## config.mk

```make
export PLATFORM = sky130hd
export DESIGN_NAME = ser_word_rx
export DESIGN_NICKNAME = d
export VERILOG_FILES = /design/src/rtl/ser_word_rx_pkg.sv /design/src/rtl/ser_word_rx_sync.sv /design/src/rtl/ser_word_rx_ctrl.sv /design/src/rtl/ser_word_rx_dp.sv /design/src/rtl/ser_word_rx.sv
export SDC_FILE = /design/constraint.sdc
export NUM_CORES = 1
export LEC_CHECK = 0
export ABC_AREA = 0
export ABC_CLOCK_PERIOD_IN_PS = 1400
export BUFFER_PORTS_ARGS = -buffer_cell sky130_fd_sc_hd__buf_2
export CAP_MARGIN = 20
export CORE_UTILIZATION = 33
export DETAILED_ROUTE_END_ITERATION = 10
export SLEW_MARGIN = 40
export SYNTH_ARGS = -nofsm -noshare
export SYNTH_HDL_FRONTEND = slang
export SYNTH_HIERARCHICAL = 1
export SYNTH_SLANG_ARGS = --single-unit
```

## constraint.sdc

```tcl
create_clock -name clk -period 1.4 [get_ports clk]
set_input_delay 0.21 -clock clk [delete_from_list [all_inputs] [get_ports clk]]
set_output_delay 0.21 -clock clk [all_outputs]
set_load 0.01 [all_outputs]
```

## src/rtl/ser_word_rx_pkg.sv

```systemverilog
package ser_word_rx_pkg;
  typedef struct packed {
    logic shiftEn;
    logic outRise;
    logic outFall;
    logic wordDone;
  } rxStrobes_t;
endpackage

```

## src/rtl/ser_word_rx_sync.sv

```systemverilog
module ser_word_rx_sync #(
  parameter int WIDTH = 3,
  parameter int STAGES = 2,
  parameter logic [WIDTH-1:0] RESET_VAL = '0
) (
  input  logic             clk,
  input  logic             rstN,
  input  logic [WIDTH-1:0] asyncIn,
  output logic [WIDTH-1:0] syncOut
);
  logic [WIDTH-1:0] stageQ [STAGES];

  always_ff @(posedge clk or negedge rstN) begin
    if (!rstN) stageQ[0] <= RESET_VAL;
    else       stageQ[0] <= asyncIn;
  end

  for (genvar s = 1; s < STAGES; s++) begin : gStage
    always_ff @(posedge clk or negedge rstN) begin
      if (!rstN) stageQ[s] <= RESET_VAL;
      else       stageQ[s] <= stageQ[s-1];
    end
  end

  assign syncOut = stageQ[STAGES-1];
endmodule

```

## src/rtl/ser_word_rx_ctrl.sv

```systemverilog
module ser_word_rx_ctrl
  import ser_word_rx_pkg::*;
(
  input  logic       clk,
  input  logic       rstN,
  input  logic       sclkS,
  input  logic       selS,
  input  logic       edgeRise,
  output rxStrobes_t strb
);
  logic sclkPrev;
  logic selPrev;
  logic sclkUp;
  logic sclkDown;
  logic inFrame;

  always_ff @(posedge clk or negedge rstN) begin
    if (!rstN) begin
      sclkPrev <= 1'b0;
      selPrev  <= 1'b1;
    end else begin
      sclkPrev <= sclkS;
      selPrev  <= selS;
    end
  end

  always_comb begin
    sclkUp        = sclkS & ~sclkPrev;
    sclkDown      = ~sclkS & sclkPrev;
    inFrame       = ~selS;
    strb.shiftEn  = sclkUp & inFrame;
    strb.outRise  = sclkUp & inFrame & edgeRise;
    strb.outFall  = sclkDown & inFrame & ~edgeRise;
    strb.wordDone = selS & ~selPrev;
  end
endmodule

```

## src/rtl/ser_word_rx_dp.sv

```systemverilog
module ser_word_rx_dp
  import ser_word_rx_pkg::*;
#(
  parameter int WORD_W = 16
) (
  input  logic              clk,
  input  logic              rstN,
  input  rxStrobes_t        strb,
  input  logic              dataS,
  output logic [WORD_W-1:0] shiftQ,
  output logic              serOut,
  output logic [WORD_W-1:0] wordOut,
  output logic              wordValid
);
  localparam int TOP = WORD_W - 1;

  logic [WORD_W-1:0] shiftNext;

  assign shiftNext = {shiftQ[TOP-1:0], dataS};

  always_ff @(posedge clk or negedge rstN) begin
    if (!rstN) begin
      shiftQ    <= '0;
      serOut    <= 1'b0;
      wordOut   <= '0;
      wordValid <= 1'b0;
    end else begin
      wordValid <= strb.wordDone;
      if (strb.shiftEn) shiftQ <= shiftNext;
      if (strb.outRise) serOut <= shiftNext[TOP];
      else if (strb.outFall) serOut <= shiftQ[TOP];
      if (strb.wordDone) wordOut <= shiftQ;
    end
  end
endmodule

```

## src/rtl/ser_word_rx.sv

```systemverilog
module ser_word_rx
  import ser_word_rx_pkg::*;
#(
  parameter int WORD_W = 16,
  parameter int SYNC_STAGES = 2
) (
  input  logic              clk,
  input  logic              rstN,
  input  logic              sclkIn,
  input  logic              selN,
  input  logic              sdIn,
  input  logic              edgeRise,
  output logic              serOut,
  output logic [WORD_W-1:0] wordOut,
  output logic              wordValid
);
  localparam int PIN_W = 3;
  localparam logic [PIN_W-1:0] PIN_RST = 3'b010;

  logic [PIN_W-1:0] pinSync;
  logic sclkS;
  logic selS;
  logic dataS;
  logic [WORD_W-1:0] shiftQ;
  rxStrobes_t strb;

  ser_word_rx_sync #(
    .WIDTH(PIN_W), .STAGES(SYNC_STAGES), .RESET_VAL(PIN_RST)
  ) uSync (
    .clk(clk), .rstN(rstN), .asyncIn({sclkIn, selN, sdIn}), .syncOut(pinSync)
  );

  assign {sclkS, selS, dataS} = pinSync;

  ser_word_rx_ctrl uCtrl (
    .clk(clk), .rstN(rstN), .sclkS(sclkS), .selS(selS),
    .edgeRise(edgeRise), .strb(strb)
  );

  ser_word_rx_dp #(.WORD_W(WORD_W)) uDp (
    .clk(clk), .rstN(rstN), .strb(strb), .dataS(dataS),
    .shiftQ(shiftQ), .serOut(serOut), .wordOut(wordOut), .wordValid(wordValid)
  );
endmodule

```

# Word level (Yosys, flattened, before mapping)
# Index checks and enable logic that the tools add are counted.
# totals
reg_bits	42
input_bits	6
output_inout_bits	18
wordCells	23
# classes
muxes	2
n_bitwise	12
reduce_logical	1
# ops
operator	n
bitwise AND 1 bit	7
inverter 1 bit	5
two-way mux 1 bit	2
nonzero test 2 bit	1

# Longest topological paths before layout
# Gate-level depths: netlist of run 1.
# depth
depth_word	6
ltp_mapped	5
depth_no_buf	3

# Cells and area by module
# The synthesis of run 1 kept the hierarchy.
# modules_own_cells
module	instances	cells_per_inst	area_per_inst_um2	seq_area_each_um2
ser_word_rx_dp	1	73	1367.6	850.8
ser_word_rx_sync	1	9	175.2	152.6
ser_word_rx_ctrl	1	6	92.6	51.3

# Worst setup path before layout of run 1
# Ideal clock, no wire load.
# synth_path
kind	register to register
start	register uSync.stageQ, in the netlist uSync/syncOut[1]
end	register uDp.wordOut[10]
setup_ns	0.125
arrival_ns	1.352
required_time_ns	1.275
setup_slack_ns	-0.077
stages_incl_launch_ff	6
n_path_buf	3
period_less_slack_ns	1.477
cell_sequence	dfstp_2 > buf_4 > nor2b_1 > buf_6 > buf_12 > mux2_4
# synth_lines
item	line_no	rtl
from (decl)	ser_word_rx_sync.sv:11	logic [WIDTH-1:0] stageQ [STAGES];
from (signal, indexed assignment)	ser_word_rx_sync.sv:21	else stageQ[s] <= stageQ[s-1];
to (signal assigned)	ser_word_rx_dp.sv:32	if (strb.wordDone) wordOut <= shiftQ;
to (decl)	ser_word_rx_dp.sv:12	output logic [WORD_W-1:0] wordOut,

==> results.yml, run 1 <==
synthesis:
  synth_nets: 94
  synthCells: 88
  synth_top_area_share_pct: 59.7
  synth_common_cells: "dfrtp_1, mux2_4, mux2_2"
  seq_area_frac_synth_pct: 64.5
  synth_top_flop_cell: "dfrtp_1"
  syn_area_sq_um: 1640
  synth-edff-count: 0
  yosys_warnings: 6
  yosys.cell_count.top_type: "dfrtp_1"
  ys_async_sr_fraction_pct: 100
  yosys_register_bits: 42
  synth.area.top_cells: "dfrtp_1, mux2_4, mux2_2, dfstp_2, buf_12"
  synth_cell_types: 14
  synth_top_cell_by_area: "dfrtp_1"
  synth.avg_cell_area_sq_um: 18.6
sta:
  drv_slew: 0
  hold_viol: 0
  tightest_slew_ns: 0.306
  finalSetupViolations: 0
  fmax_ghz: 0.738
  rsz0062_at_grt: "no"
  min_period_ns: 1.36
  period_share_pct: 96.8
  slew_headroom_pct: 79.6
  fin_skew_ns: 0.00221
  finalSetupTns_ns: 0
power_and_ir_drop:
  swShare_pct: 25.0
  power_density_nw_per_um2: 1490
  seqPwrFrac_pct: 55.7
  ir_drop_mv: 0.438
  p_clk_share_pct: 24.8
  comb_power_share_pct: 19.5
  power.switching_uw: 721
  leakage_uw: 0.000948
  p_int_uw: 2160
critical_path:
  path_max_fanout: 13
  max_stage_delay_ns: 0.56
  timing.rr.end: "uDp/wordOut[4]"
  cp_data_required_time_ns: 1.57
  crit_start: "uSync/syncOut[1]"
  start_kind: "flip-flop"
  ff2ff_setup_slack_ns: 0.04
  crit_buf_inv: 1
  r2r-start: "uSync/syncOut[1]"
  slowest_stage: "dfstp_2"
  end_kind: "flip-flop"
  worst_r2r_path_depth: 3
  worstSetupPathType: "reg -> reg"
  crit_chain: "nor2b_4 -> buf_12 -> mux2_2"
  arrival_ns: 1.53
  path_delay_family: "flip-flops"
floorplan:
  ios: 24
  start_util_pct: 34.4
  die_x_um: 72.4
  core_region_area_sq_um: 4750
  die-height_um: 72.4
  rows: 25
  dieArea_sq_um: 5240
global_route:
  grt_pass1_wl_mm: 3.96
  grt_usage_pct: 10.3
  grt_max_degree: 19
  antenna_found_initial: 0
  grt_overflow: 0
  first_global_vias: 821
detailed_routing:
  drt-initial-drc-count: 63
  dr.pass1.iters: 3
  avgRoutedWirePerCell_um: 12.7
  drc: 0
  via_count: 778
  routed_wl_mm: 2.38
  routed_via_density: 4.16
  detail-route-antenna-nets: 0
clock_tree:
  cts_tree: "yes"
  clock_latency_ns: 0.28
  numCtsBuffers: 5
  root_buffer: "clkbuf_8"
  clk_path_buf_depth: 2
  htreeDepth: 2
  path_clk_slew_ns: 0.07
  clock-sinks: 42
  cts_resized: 0
worst_hold_path:
  min_to: "uSync/stageQ[4]"
  hold_depth: 1
  hp-class: "in -> reg"
  worstHoldStart: "selN"
job:
  max-cap-violations: 0
final_layout:
  drive_gt1_share_pct: 61.7
  nets: 125
  seq_area_sq_um: 1050
  diodes: 0
  fin_util_pct: 40.6
  syn2layout_area_growth_pct: 18.0
  fillers: 460
  multi_input_area_sq_um: 508
outcome:
  status: "complete, no violations"
placement:
  portBuffers: 23
  hpwl_mm: 1.71
  place_congestion: 0.699
==> area by class of cell <==
class                   instances  share of cell area, %
clock buffers                   8                   4.15
multi-input cells              39                   26.3
flip-flops and latches         42                   54.7
well taps                      67                   4.35
repair buffers                 31                   10.5
==> registers in the layout (all words and copies together) (netlist names) <==
| register | cells |
|---|---|
| uDp/wordOut | 16 |
| uSync/stageQ | 3 |
| uSync/syncOut | 3 |
| uCtrl/selPrev | 1 |
| uDp/wordValid | 1 |
| uDp/serOut | 1 |
| uCtrl/sclkPrev | 1 |
| uDp/shiftQ | 16 |
==> routing by layer <==
metal | vias up | GRT usage [%] | part of all wire (%)
met5 | - | 0 | 0
met4 | 0 | 6.54 | 2.3
met3 | 5 | 2.78 | 3.5
met2 | 14 | 16.1 | 50
met1 | 394 | 12.7 | 44
li1 | 365 | - | -
==> through the flow <==
step                area [sq um]  hold WS, ns  total power, uW  setup slack (ns)  cells
floorplan                   1650      -0.0856             1980           -0.0108     88
global placement            1820       0.0670             2170            0.0459    176
detailed placement          1820       0.0706             2200           0.00676    176
CTS                         1910       0.0127             2940            0.0158    185
global route                1930      0.00366             3060           0.00693    187
finish                      1930       0.0255             2880            0.0443    187
==> layout by cell type, fill, tap and decap left out <==
cell           Yosys  routed
and4bb_2           1       1
buf_12             2       2
buf_2              0      23
buf_4              3       5
clkbuf_1           0       3
clkbuf_8           0       5
dfrtp_1           39      39
dfstp_2            3       3
dlygate4sd3_1      0       1
mux2_2            12      12
mux2_4            20      20
mux2i_1            1       1
nand2_1            1       1
nor2b_4            0       1
nor3b_2            0       1
nor4b_2            1       1
o21ai_0            1       1
==> repair_timing <==
action                     in CTS  in global routing
setup endpoints to repair       0                  7
hold buffers                    1                  0
setup buffers                   0                  2
hold endpoints to repair        8                  0
==> cell families after synthesis <==
logic type      count (synthesis)  share of synthesized area (%)
flops                          42                           64.5
simple gates                    5                           2.75
compound gates                  1                          0.306
buf+inv                         7                           5.20
mux                            33                           27.2
==> power by group through the flow <==
| stage | registers [uW] | logic, uW | clock network, uW |
|---|---|---|---|
| 3_3_place_gp | 1620 | 547 | 0 |
| 5_1_grt | 1630 | 607 | 822 |
| 3_5_place_dp | 1630 | 564 | 0 |
| 4_1_cts | 1610 | 569 | 757 |
| 2_1_floorplan | 1640 | 335 | 0 |
| 6_report | 1610 | 562 | 714 |
==> worst max path at each step <==
| stage | to | slack [ns] | depth (start not counted) |
|---|---|---|---|
| after floorplan | uDp/wordOut[10] | -0.01 | 5 |
| after global placement | uDp/wordOut[2] | 0.05 | 3 |
| after detailed placement | uDp/wordOut[2] | 0.007 | 3 |
| after CTS | uDp/wordOut[2] | 0.02 | 3 |
| after global routing | uDp/shiftQ[0] | 0.007 | 3 |
| final | uDp/wordOut[4] | 0.04 | 3 |
No activity file was read; power rests on OpenSTA's default activity.
==> inputs of run 2 (changes only) <==
CELL_PAD_IN_SITES_DETAIL_PLACEMENT = 0   (was default)
CELL_PAD_IN_SITES_GLOBAL_PLACEMENT = 2   (was default)
CTS_CLUSTER_SIZE = 14   (was default)
PLACE_DENSITY_LB_ADDON = 0.1   (was default)
==> run 2 against run 1 <==
Compared with the run above: clock power is 0.6% lower; routed wire length is 2.5% higher; clock-buffer cell count is 1 lower; combinational power is 0.7% lower.
==> results.yml, run 2 (synthesis results as in run 1) <==
outcome:
  status: "complete, no violations"
worst_hold_path:
  worstHoldStart: "selN"
  hold_depth: 1
  hp-class: "in -> reg"
  min_to: "uSync/stageQ[4]"
global_route:
  antenna_found_initial: 0
  grt_usage_pct: 11.1
  grt_overflow: 0
  grt_max_degree: 22
  first_global_vias: 847
  grt_pass1_wl_mm: 4.27
detailed_routing:
  dr.pass1.iters: 3
  drc: 0
  via_count: 777
  routed_wl_mm: 2.44
  detail-route-antenna-nets: 0
  avgRoutedWirePerCell_um: 13.1
  drt-initial-drc-count: 31
  routed_via_density: 4.16
job:
  max-cap-violations: 0
sta:
  fin_skew_ns: 0.00691
  fmax_ghz: 0.733
  slew_headroom_pct: 74.1
  hold_viol: 0
  tightest_slew_ns: 0.389
  rsz0062_at_grt: "yes"
  min_period_ns: 1.36
  drv_slew: 0
  period_share_pct: 97.4
  finalSetupViolations: 0
  finalSetupTns_ns: 0
  finalHoldWorstSlack_ns: 0.0191
critical_path:
  end_kind: "flip-flop"
  slowest_stage: "dfstp_2"
  worst_r2r_path_depth: 3
  crit_chain: "nor2b_4 -> buf_6 -> mux2_4"
  start_kind: "flip-flop"
  max_stage_delay_ns: 0.57
  ff2ff_setup_slack_ns: 0.04
  r2r-start: "uSync/syncOut[1]"
  cp_data_required_time_ns: 1.57
  path_max_fanout: 8
  crit_buf_inv: 1
  arrival_ns: 1.53
  path_delay_family: "flip-flops"
  timing.rr.end: "uDp/wordOut[10]"
  worstSetupPathType: "reg -> reg"
floorplan:
  rows: 25
  die_x_um: 72.4
  die-height_um: 72.4
  start_util_pct: 34.4
  core_region_area_sq_um: 4750
  ios: 24
  dieArea_sq_um: 5240
placement:
  portBuffers: 23
  hpwl_mm: 1.68
  place_congestion: 0.665
  dpl_cell_area_sq_um: 1830
power_and_ir_drop:
  ir_drop_mv: 0.608
  power_density_nw_per_um2: 1490
  leakage_uw: 0.000952
final_layout:
  final_cell_mix: "dfrtp_1, buf_2, mux2_4, mux2_2"
  nets: 126
  fillers: 470
  drive_gt1_share_pct: 62.5
  syn2layout_area_growth_pct: 17.9
  layout_commonest_cell: "dfrtp_1"
  finalInstanceArea_sq_um: 1930
  fin_util_pct: 40.6
  diodes: 0
  biggestRegsByFlops: "uDp/shiftQ x16, uDp/wordOut x16"
clock_tree:
  numCtsBuffers: 5
  root_buffer: "clkbuf_8"
  clock_latency_ns: 0.29
  htreeDepth: 2
  path_clk_slew_ns: 0.07
  clock-sinks: 42
  cts_tree: "yes"
  clk_path_buf_depth: 2
run 2: changes by cell type in the layout (fill, tap and decap cells not counted):
cell / change
buf_6: +2
buf_12: -1
clkbuf_1: -1
run 2: worst max path at each step:
stage	start	endpoint	slack, ns	cells after the start
floorplan	uSync/syncOut[1]	uDp/wordOut[10]	-0.01	5
global placement	uSync/syncOut[1]	uDp/wordOut[14]	0.04	3
detailed placement	uSync/syncOut[1]	uDp/wordOut[10]	-0.007	3
CTS	uSync/syncOut[1]	uDp/wordOut[2]	0.01	3
global route	uSync/syncOut[1]	uDp/wordOut[10]	-0.008	3
finish	uSync/syncOut[1]	uDp/wordOut[10]	0.04	3
run 2: area by class of cell:
| cell class | instances | area, sq um | area share [%] |
|---|---|---|---|
| sequential | 42 | 1050 | 54.7 |
| multi-input combinational | 39 | 508 | 26.3 |
| timing repair buffer | 32 | 205 | 10.6 |
| tap | 67 | 83.8 | 4.35 |
| clock buffer | 7 | 76.3 | 3.96 |
run 2: timing repair:
| action | CTS | global route |
|---|---|---|
| setup buffers | 1 | 0 |
| gates cloned | 0 | 0 |
| setup endpoints to repair | 11 | 4 |
| hold buffers | 1 | 0 |
| endpoints found under the hold margin | 11 | 0 |
| pin swaps | 0 | 0 |
| resized for setup | 1 | 1 |
run 2: metrics by stage:
stage | power [uW] | worst slack [ns] | cells
CTS | 2910 | 0.0120 | 187
global route | 3050 | -0.00815 | 187
detailed placement | 2180 | -0.00683 | 178
floorplan | 1980 | -0.0108 | 88
finish | 2860 | 0.0358 | 187
global placement | 2170 | 0.0424 | 178
run 2: worst reg2reg max path, delay by kind of cell, from the launching register on:
family        cells  cell delay (ns)
flops             1             0.57
mux               1             0.31
simple gates      1             0.19
buf+inv           1             0.18
run 2: routing by layer:
metal	track usage (%)	share of wire, %
met5	0	0
met2	15.1	43
met1	15.4	50
met3	4.17	4.3
met4	5.88	2.4
run 2: power breakdown:
group	leakage [uW]	internal (uW)	switching, uW
Clock	0.0000383	343	367
Sequential	0.000540	1450	145
Combinational	0.000374	357	201
==> inputs of run 3 (changes only) <==
CORE_MARGIN = 2   (was default)
CORE_UTILIZATION = 37   (was 33)
==> run 3 against run 2 <==
Compared with the run above: sequential power is essentially flat; global-route usage grew 0.18 points; largest cell class unchanged; clock skew shrank 0.0015 ns; clock power grew 11%; routed wire length grew 0.98%.
==> results.yml, run 3 (synthesis results as in run 1) <==
outcome:
  status: "complete, no violations"
detailed_routing:
  drt-initial-drc-count: 36
  dr.pass1.iters: 2
  avgRoutedWirePerCell_um: 14.4
  detail-route-antenna-nets: 0
  drc: 0
  routed_via_density: 4.51
  via_count: 772
  routed_wl_mm: 2.47
critical_path:
  max_stage_delay_ns: 0.57
  slowest_stage: "dfstp_2"
  crit_cells: 3
  start_kind: "flip-flop"
  crit_buf_inv: 1
  worstSetupPathType: "reg -> reg"
  end_kind: "flip-flop"
  path_max_fanout: 14
  path_delay_family: "flip-flops"
  arrival_ns: 1.53
  crit_chain: "nor2b_4 -> buf_12 -> mux2_4"
  cp_data_required_time_ns: 1.57
  worst_r2r_path_depth: 3
  ff2ff_setup_slack_ns: 0.04
worst_hold_path:
  hold_depth: 1
  hp-class: "in -> reg"
floorplan:
  dieArea_sq_um: 4970
  core_region_area_sq_um: 4290
  die_x_um: 70.5
  start_util_pct: 38.1
  rows: 24
  ios: 24
  die-height_um: 70.5
clock_tree:
  root_buffer: "clkbuf_8"
  path_clk_slew_ns: 0.08
  clk_path_buf_depth: 2
  clock_latency_ns: 0.29
  cts_tree: "yes"
  clock-sinks: 42
  htreeDepth: 2
  numCtsBuffers: 5
power_and_ir_drop:
  ir_drop_mv: 0.697
  power_density_nw_per_um2: 1540
  leakage_uw: 0.000969
sta:
  slew_headroom_pct: 67.0
  finalHoldWorstSlack_ns: 0.0210
  setup_slack_ns: 0.0388
  fmax_ghz: 0.735
  finalSetupViolations: 0
  hold_viol: 0
  rsz0062_at_grt: "yes"
  period_share_pct: 97.2
  min_period_ns: 1.36
  tightest_slew_ns: 0.495
  drv_slew: 0
  fin_skew_ns: 0.00538
  finalSetupTns_ns: 0
final_layout:
  fillers: 386
  drive_gt1_share_pct: 62.2
  seq_area_sq_um: 1050
  biggestRegsByFlops: "uDp/shiftQ x16, uDp/wordOut x16"
  finalInstanceArea_sq_um: 1940
  fin_util_pct: 45.3
  syn2layout_area_growth_pct: 18.9
  diodes: 0
  multi_input_area_sq_um: 523
  nets: 124
  layout_commonest_cell: "dfrtp_1"
  final_cell_mix: "dfrtp_1, mux2_4, buf_2, mux2_2, clkbuf_8"
placement:
  pre_cts_ws_ns: 0.00451
  dpl_cell_area_sq_um: 1810
  hpwl_mm: 1.60
  place_congestion: 0.609
  portBuffers: 23
global_route:
  grt_max_degree: 23
  first_global_vias: 789
  grt_overflow: 0
  grt_usage_pct: 11.3
  antenna_found_initial: 0
  grt_pass1_wl_mm: 4.21
job:
  max-cap-violations: 0
-- run 3: cell count changes in the layout (fill, tap and decap cells not counted), sizes merged --
cell	delta
buf	-3
clkinv	+1
dlygate4sd3	+1
-- run 3: per-layer routing --
layer,track usage (%),vias up,part of all wire (%)
met4,5.13,0,1.3
met3,4.47,4,5.6
met5,0,-,0
li1,-,361,-
met1,16.3,387,49
met2,14.8,20,44
-- run 3: repair_timing --
item                                    in CTS  in global routing
buffers inserted                             0                  1
endpoints found under the hold margin       17                  1
pin swaps                                    0                  0
resized for setup                            0                  4
hold buffers                                 1                  1
endpoints found under the setup margin       3                 13
-- run 3: path summary, 6_finish.rpt --
path | from | end
max | uSync/syncOut[1] | uDp/wordOut[4]
min | sclkIn | uSync/stageQ[5]
max reg2reg | uSync/syncOut[1] | uDp/wordOut[4]
min reg2reg | uSync/stageQ[3] | uSync/syncOut[0]
max in group asynchronous | rstN | uDp/wordOut[6]
min in group asynchronous | rstN | uDp/wordOut[10]
-- run 3: worst reg2reg max path, cell delays in order (launching register included) --
cell,delay (ns)
dfstp_2,0.57
nor2b_4,0.18
buf_12,0.17
mux2_4,0.32
-- run 3: stage by stage --
stage / power [uW] / instances
floorplan: 1980 / 88
global route: 3170 / 171
finish: 2990 / 171
CTS: 3010 / 169
global placement: 2180 / 160
detailed placement: 2190 / 160
-- run 3: final cells by class --
cell class	instances	area share [%]
timing repair buffer	30	10.8
clock buffer	7	4.44
tap	52	3.35
multi-input combinational	39	26.9
sequential	42	54.2
clock inverter	1	0.257
-- run 3: report_power, final --
| group | internal, uW | switching, uW | total (uW) | leakage [uW] |
|---|---|---|---|---|
| registers | 1450 | 161 | 1610 | 0.000540 |
| clock network | 398 | 389 | 787 | 0.0000482 |
| logic | 390 | 202 | 592 | 0.000381 |
| total | 2240 | 752 | 2990 | 0.000969 |
